### src/rtl/epc_pkg.sv
package epc_pkg;
  localparam int SEL_W    = 8;
  localparam int NUM_EVT  = 1 << SEL_W;
  localparam int EDGE_BIT = 18;
  localparam int IRQ_BIT  = 20;
  localparam int EN_BIT   = 22;

  typedef struct packed {
    logic             en;
    logic             irq_en;
    logic             edge_md;
    logic [SEL_W-1:0] sel;
  } ctrl_t;
endpackage

### src/rtl/epc_ctrl_reg.sv
module epc_ctrl_reg
  import epc_pkg::*;
(
  input  logic  clk,
  input  logic  rst_n,
  input  logic  wr_en,
  input  ctrl_t wr_fields,
  output ctrl_t ctrl_q,
  output ctrl_t ctrl_nxt
);
  // Next-cycle value is exported so the event path can prime its history.
  always_comb begin
    ctrl_nxt = ctrl_q;
    if (wr_en) ctrl_nxt = wr_fields;
  end

  always_ff @(posedge clk) begin
    if (!rst_n) ctrl_q <= '0;
    else        ctrl_q <= ctrl_nxt;
  end
endmodule

### src/rtl/epc_event_path.sv
module epc_event_path
  import epc_pkg::*;
(
  input  logic               clk,
  input  logic               rst_n,
  input  logic [NUM_EVT-1:0] events,
  input  logic [SEL_W-1:0]   sel_q,
  input  logic [SEL_W-1:0]   sel_nxt,
  input  logic               edge_md,
  output logic               hit
);
  logic cur_lvl;
  logic nxt_lvl;
  logic hist_q;

  assign cur_lvl = events[sel_q];
  // History samples the event that will be selected in the next cycle, so a
  // change of selection never compares against the old event's level.
  assign nxt_lvl = events[sel_nxt];

  always_ff @(posedge clk) begin
    if (!rst_n) hist_q <= 1'b0;
    else        hist_q <= nxt_lvl;
  end

  assign hit = edge_md ? (cur_lvl & ~hist_q) : cur_lvl;
endmodule

### src/rtl/epc_count_reg.sv
module epc_count_reg #(
  parameter int CNT_W = 64
) (
  input  logic             clk,
  input  logic             rst_n,
  input  logic             load,
  input  logic [CNT_W-1:0] load_val,
  input  logic             inc,
  output logic [CNT_W-1:0] cnt_q,
  output logic             wrap
);
  // A software load takes priority over an increment in the same cycle.
  assign wrap = inc & ~load & (&cnt_q);

  always_ff @(posedge clk) begin
    if (!rst_n)   cnt_q <= '0;
    else if (load) cnt_q <= load_val;
    else if (inc)  cnt_q <= cnt_q + CNT_W'(1);
  end
endmodule

### src/rtl/evt_perf_counter.sv
module evt_perf_counter
  import epc_pkg::*;
#(
  parameter int CNT_W  = 64,
  parameter int BUS_W  = 64,
  parameter int CTRL_W = 32
) (
  input  logic               clk,
  input  logic               rst_n,
  input  logic               glb_en,
  input  logic [NUM_EVT-1:0] events,
  input  logic               bus_addr,
  input  logic               bus_wr,
  input  logic [BUS_W-1:0]   bus_wdata,
  output logic [BUS_W-1:0]   bus_rdata,
  output logic               irq
);
  logic              ctrl_wr;
  logic              cnt_wr;
  ctrl_t             wr_fields;
  ctrl_t             ctrl_q;
  ctrl_t             ctrl_nxt;
  logic              hit;
  logic              inc;
  logic              wrap;
  logic [CNT_W-1:0]  cnt_q;
  logic [CTRL_W-1:0] ctrl_word;

  assign ctrl_wr = bus_wr & ~bus_addr;
  assign cnt_wr  = bus_wr &  bus_addr;

  assign wr_fields.sel     = bus_wdata[SEL_W-1:0];
  assign wr_fields.edge_md = bus_wdata[EDGE_BIT];
  assign wr_fields.irq_en  = bus_wdata[IRQ_BIT];
  assign wr_fields.en      = bus_wdata[EN_BIT];

  epc_ctrl_reg u_ctrl (
    .clk       (clk),
    .rst_n     (rst_n),
    .wr_en     (ctrl_wr),
    .wr_fields (wr_fields),
    .ctrl_q    (ctrl_q),
    .ctrl_nxt  (ctrl_nxt)
  );

  epc_event_path u_evt (
    .clk     (clk),
    .rst_n   (rst_n),
    .events  (events),
    .sel_q   (ctrl_q.sel),
    .sel_nxt (ctrl_nxt.sel),
    .edge_md (ctrl_q.edge_md),
    .hit     (hit)
  );

  assign inc = ctrl_q.en & glb_en & hit;

  epc_count_reg #(.CNT_W(CNT_W)) u_cnt (
    .clk      (clk),
    .rst_n    (rst_n),
    .load     (cnt_wr),
    .load_val (bus_wdata[CNT_W-1:0]),
    .inc      (inc),
    .cnt_q    (cnt_q),
    .wrap     (wrap)
  );

  always_ff @(posedge clk) begin
    if (!rst_n) irq <= 1'b0;
    else        irq <= wrap & ctrl_q.irq_en;
  end

  always_comb begin
    ctrl_word              = '0;
    ctrl_word[SEL_W-1:0]   = ctrl_q.sel;
    ctrl_word[EDGE_BIT]    = ctrl_q.edge_md;
    ctrl_word[IRQ_BIT]     = ctrl_q.irq_en;
    ctrl_word[EN_BIT]      = ctrl_q.en;
  end

  assign bus_rdata = bus_addr ? BUS_W'(cnt_q) : BUS_W'(ctrl_word);
endmodule

### config.mk
export PLATFORM = sky130hd
export DESIGN_NAME = evt_perf_counter
export DESIGN_NICKNAME = d
export VERILOG_FILES = /design/src/rtl/epc_pkg.sv /design/src/rtl/epc_ctrl_reg.sv /design/src/rtl/epc_event_path.sv /design/src/rtl/epc_count_reg.sv /design/src/rtl/evt_perf_counter.sv
export SDC_FILE = /design/constraint.sdc
export NUM_CORES = 1
export LEC_CHECK = 0
export BUFFER_PORTS_ARGS = -buffer_cell sky130_fd_sc_hd__buf_2
export CAP_MARGIN = 20
export CORE_MARGIN = 2
export CORE_UTILIZATION = 40
export CTS_CLUSTER_SIZE = 10
export DETAILED_ROUTE_END_ITERATION = 16
export GPL_ROUTABILITY_DRIVEN = 1
export PLACE_DENSITY = 0.73
export SYNTH_ARGS = -nofsm -noshare
export SYNTH_HDL_FRONTEND = slang
export SYNTH_SLANG_ARGS = --single-unit
### constraint.sdc
create_clock -name clk -period 10.14 [get_ports clk]
set_clock_uncertainty 0.1 [all_clocks]
set_input_delay 0.507 -clock clk [delete_from_list [all_inputs] [get_ports clk]]
set_output_delay 0.507 -clock clk [all_outputs]
set_load 0.01 [all_outputs]
# After elaboration in Yosys (flattened, before gate mapping)
# Cells that the tools add are included.
classes:
  addsub: 1
  multipliers: 0
  div: 0
  magnitude_cmp: 2
  n_eq_ne: 0
  shifts: 0
  n_mux: 9
  bitwise: 11
  reduce_logical: 2
op_table:
  columns: ["op", "n"]
  rows:
  - ["$mux W64", 3]
  - ["$add A64 B1 Y64 const B", 1]
  - ["$reduce_and A64 Y1", 1]
  - ["$lt A8 B9 Y1 const B", 2]
  - ["$bmux W1 S8", 2]
  - ["$and A1 B1 Y1", 8]
  - ["$mux W8", 1]
  - ["$mux W1", 3]
  - ["$not A1 Y1", 3]
  - ["$reduce_bool A2 Y1", 1]
totals:
  reg_bits: 77
  latchBits: 0
  mem_bits_rw: 0
  rom_bits: 0
  out_inout_bits: 65
  memories: 0

# Longest topological paths before layout
depth:
  ltp_word: 8
  mapped_depth: 16
  ltp_nobuf: 9

# Hierarchy
# Synthesis repeated with hierarchy kept, for this count alone.
unflattened:
  hier_cells: 980
  hier_area_um2: 9389.0
by_module_without_submodules:
  columns: ["module", "instances", "cells_each", "area_per_inst_um2", "seq_area_each_um2"]
  rows:
  - ["epc_event_path", 1, 373, 4489.3, 20.0]
  - ["epc_count_reg", 1, 496, 3876.2, 1281.2]
  - ["evt_perf_counter", 1, 76, 555.5, 20.0]
  - ["epc_ctrl_reg", 1, 35, 467.9, 220.2]

# Least setup slack after synthesis
# OpenSTA, ideal clock, no wires.
synth_timing:
  path_kind: "reg-to-reg"
  from: "reg, netlist name u_ctrl.ctrl_q[0]"
  to: "reg u_cnt.cnt_q[23]"
  setup_time_ns: 0.120
  t_arrival_ns: 3.120
  required_ns: 9.920
  slack_ns: 6.801
  path_stages_with_launch: 14
  synth_period_minus_slack_ns: 3.339
  path_cell_list: "dfxtp_1 > buf_6 > buf_6 > buf_6 > mux2_2 > a221oi_1 > nand3_1 > a31oi_1 > nand4b_1 > nor2_2 > clkbuf_1 > a211oi_2 > mux2i_1 > a211o_1"
synth_between:
  elab_chain_len: 6
synth_lines:
  columns: ["item", "line", "source"]
  rows:
  - ["$bmux W1 S8 *", "epc_event_path.sv:16", "assign cur_lvl = events[sel_q];"]
  - ["$mux W1 (implied by the code) *", "epc_event_path.sv:16", null]
  - ["$and A1 B1 Y1", "epc_event_path.sv:26", "assign hit = edge_md ? (cur_lvl & ~hist_q) : cur_lvl;"]
  - ["$mux W1 *", "epc_event_path.sv:26", null]
  - ["$and A1 B1 Y1 *", "evt_perf_counter.sv:56", "assign inc = ctrl_q.en & glb_en & hit;"]
  - ["$reduce_bool A2 Y1 (no line) *", null, null]
  - ["end signal, assigned", "epc_count_reg.sv:17", "else if (load) cnt_q <= load_val;"]
  - ["end signal, assigned", "epc_count_reg.sv:18", "else if (inc) cnt_q <= cnt_q + CNT_W'(1);"]
  - ["end, declared", "epc_count_reg.sv:9", "output logic [CNT_W-1:0] cnt_q,"]
# Mark *: on every way between the ends. The rest lies on a longest branch, timed or not. The select of a mux whose other input is x is not followed.
# A chain may end at the register's enable or synchronous reset.

# Worst setup path after layout
layout_timing:
  from: "reg, netlist name u_ctrl.ctrl_q[0]"
  to: "reg u_cnt.cnt_q[32]"
layout_between:
  elab_chain_len: 6
layout_lines:
  columns: ["item", "line"]
  rows:
  - ["$bmux W1 S8 *", "epc_event_path.sv:16"]
  - ["$mux W1 (implied by the code) *", "epc_event_path.sv:16"]
  - ["$and A1 B1 Y1", "epc_event_path.sv:26"]
  - ["$mux W1 *", "epc_event_path.sv:26"]
  - ["$and A1 B1 Y1 *", "evt_perf_counter.sv:56"]
  - ["$reduce_bool A2 Y1 (no line) *", null]
# Marked as above.

==> flow_metrics.py <==
metrics = {
    "status": {
        "status": "finished clean",
    },
    "min_path": {
        "hold-path-endpoint": "u_cnt.cnt_q[31]$_SDFFE_PN0P_",
        "worstHoldPathType": "input pin to register",
        "holdPathStages": 3,
        "min_from": "bus_wdata[31]",
    },
    "timing": {
        "setup_ws_ps": 5210,
        "max_freq_mhz": 203,
        "final.period_utilization_pct": 48.6,
        "rsz0062_at_grt": "false",
        "hold_viol": 0,
        "drv_slew": 0,
        "worst_pin_slew_ps": 1110,
        "finalSetupViolCount": 0,
        "maxSlewHeadroom_pct": 25.5,
        "finalWorstPathRequiredPeriod_ps": 4930,
        "tns_ps": 0,
    },
    "place": {
        "io_buffers": 389,
        "pre_cts_ws_ps": 5260,
        "gp_congestion": 0.949,
        "dp_hpwl_mm": 31.5,
        "dpl-instance-area_um2": 11800,
    },
    "worst_setup_path": {
        "critical_path_arrival_ps": 5090,
        "critPathMaxFanout": 56,
        "crit_required_ps": 10300,
        "ff2ff_path_depth": 11,
        "criticalPathCategory": "register to register",
        "rrSetupSlack_ps": 5210,
        "start_kind": "register",
        "end_kind": "register",
        "rr_endpoint": "u_cnt.cnt_q[32]$_SDFFE_PN0P_",
        "r2r_start": "u_ctrl.ctrl_q[0]$_SDFF_PN0_",
    },
    "clock_network": {
        "cts_hold_buf": 0,
        "numCtsBuffers": 9,
        "clockRootBuffer": "clkbuf_16",
        "h-tree-depth": 3,
        "cts_num_sinks": 77,
        "clk_latency_ps": 340,
        "cts_resized": 0,
        "cts.clk_slew.worst_paths_ps": 70,
        "postCtsSetupBuffers": 0,
        "cts_buffer_depth": 2,
        "cts_tree": "done",
    },
    "grt": {
        "grt_overflow": 0,
        "grt_pass1_vias": 11300,
        "grt_max_degree": 95,
        "grt_pass1_wl_mm": 62.7,
        "antenna_found_initial": 9,
        "grtUsageTotal_pct": 30.6,
    },
    "route": {
        "num_vias": 11900,
        "drc": 0,
        "dr.first_iter.drc_count": 1229,
        "drt-pass1-iter-count": 7,
        "wl_per_cell_um": 22.0,
        "drt-total-wl_mm": 41.3,
        "detail-route-antenna-nets": 0,
        "vias_per_cell": 6.31,
    },
    "die": {
        "rows": 57,
        "die_h_um": 161,
        "core_area_um2": 24200,
        "ioPinCount": 390,
        "initial_core_util_pct": 40.5,
        "die_w_um": 161,
        "dieArea_um2": 25800,
    },
    "layout": {
        "mostFrequentLayoutCells": "buf_2 (390), nand2_1 (244), nand3_1 (104), dfxtp_1 (75), and2_1 (72)",
        "fin_nets": 1870,
        "final_area_um2": 12100,
        "syn_to_final_growth_pct": 23.8,
        "final_common_cell": "buf_2",
        "drive_above_1_share_pct": 34.5,
    },
    "synthesis": {
        "synth_flop_cell": "dfxtp_1",
        "yosysWarnings": 0,
        "yosysTopAreaCellShare_pct": 15.7,
        "synth-edff-count": 0,
        "avgSynthCellArea_um2": 7.92,
        "syn_area_um2": 9800,
        "yosysTopAreaCell": "dfxtp_1",
        "synth-seq-cells": 77,
        "ys_seq_area_share_pct": 15.7,
        "synth_area_leaders": "dfxtp_1 (16%), mux4_2 (12%), nand2_1 (9.4%), mux2i_1 (6.6%), nand3_1 (5.3%)",
        "async_flop_share_pct": 0,
        "syn_inst": 1237,
        "syn_nets": 1563,
        "yosysUniqueCellTypes": 70,
    },
    "job": {
        "cap_violations": 0,
    },
    "power_and_ir_drop": {
        "total_power_w": 0.00113,
        "p_leak_nw": 4.92,
        "power_density_nw_per_um2": 93.5,
        "ir_worst_vdd_uv": 79.7,
    },
}
worst max-delay path by stage:
stage               cells after the start                   startpoint                            to
global placement                        9  u_ctrl.ctrl_q[0]$_SDFF_PN0_  u_cnt.cnt_q[48]$_SDFFE_PN0P_
global route                           10  u_ctrl.ctrl_q[0]$_SDFF_PN0_  u_cnt.cnt_q[48]$_SDFFE_PN0P_
floorplan                              13  u_ctrl.ctrl_q[0]$_SDFF_PN0_  u_cnt.cnt_q[23]$_SDFFE_PN0P_
CTS                                    10  u_ctrl.ctrl_q[0]$_SDFF_PN0_  u_cnt.cnt_q[32]$_SDFFE_PN0P_
finish                                 11  u_ctrl.ctrl_q[0]$_SDFF_PN0_  u_cnt.cnt_q[32]$_SDFFE_PN0P_
detailed placement                      9  u_ctrl.ctrl_q[0]$_SDFF_PN0_  u_cnt.cnt_q[48]$_SDFFE_PN0P_
state kept, by name, summed over array words and instances (netlist names):
signal / flops
u_ctrl.ctrl_q: 11
u_evt.hist_q: 1
irq: 1
u_cnt.cnt_q: 64
cell usage after synthesis, types with 4 or more instances:
master and instances:
o31ai_1 4, a211o_1 4, nor3_1 15, dfxtp_1 77, buf_6 5, a311oi_1 16, and2_1 72, mux2_2 30
a211oi_1 16, mux4_1 15, o21ai_0 52, nand4_1 31, mux4_2 53, a22oi_1 19, a21oi_1 28, a2111oi_1 12
inv_1 19, buf_1 9, a31o_2 6, a221oi_1 6, and4_1 8, nand2b_1 9, o211ai_1 8, buf_2 16
nor2b_1 11, mux2i_1 65, a32oi_1 6, buf_4 4, nor2_1 23, nand3_1 104, clkbuf_1 73, and3_1 32
nand2_1 245, xnor2_1 30, nor4b_1 8, a31oi_1 25, a2111oi_0 7, a2111oi_2 6, o21ai_1 6, nand4b_1 8
final cells by class:
class / count / area, um2
fillers: 2402 / 12000
multi-input cells: 1031 / 7700
repair buffers: 406 / 2070
flip-flops and latches: 77 / 1550
well taps: 324 / 405
clock buffers: 10 / 250
inverters: 19 / 71.3
clock inverters: 6 / 68.8
diodes: 6 / 15.0
through the flow:
step | hold slack [ps] | utilization [%] | cells
floorplan | 332 | - | 1237
global placement | 348 | 48.7 | 1854
detailed placement | 371 | 48.7 | 1854
CTS | 266 | 50.0 | 1870
global route | 280 | 50.2 | 1879
finish | 267 | 50.2 | 1879
per-layer routing:
metal	global-route usage, %	vias to the layer above	wire (um)
met5	0	-	41
met3	5.89	108	4240
met1	39.0	5639	15800
li1	-	5335	-
met2	50.7	770	19500
met4	13.1	6	1640
critical path: stages (launching register included):
cell      delay [ps]
dfxtp_4          650
buf_4            830
mux4_1           650
nor2b_1          140
a211oi_1         400
or3_1            180
a32oi_1          150
nor2_4           870
a211oi_1         140
buf_4            250
a31o_2           250
a31oi_1          160
power breakdown:
part | internal (W) | switching, W
clock | 0.000207 | 0.000140
combinational | 0.000188 | 0.000240
sequential | 0.000325 | 0.0000337
total | 0.000720 | 0.000414
cell families after synthesis:
logic type	share of synthesized area, %
buffers and inverters	6.18
AOI/OAI and AO/OA	19.1
DFF	15.7
adders and majority gates	0.128
xor gates and xnor gates	2.68
and+or+nand+nor	29.8
muxes	26.3
Note: power is estimated with default switching activity, not from simulation.
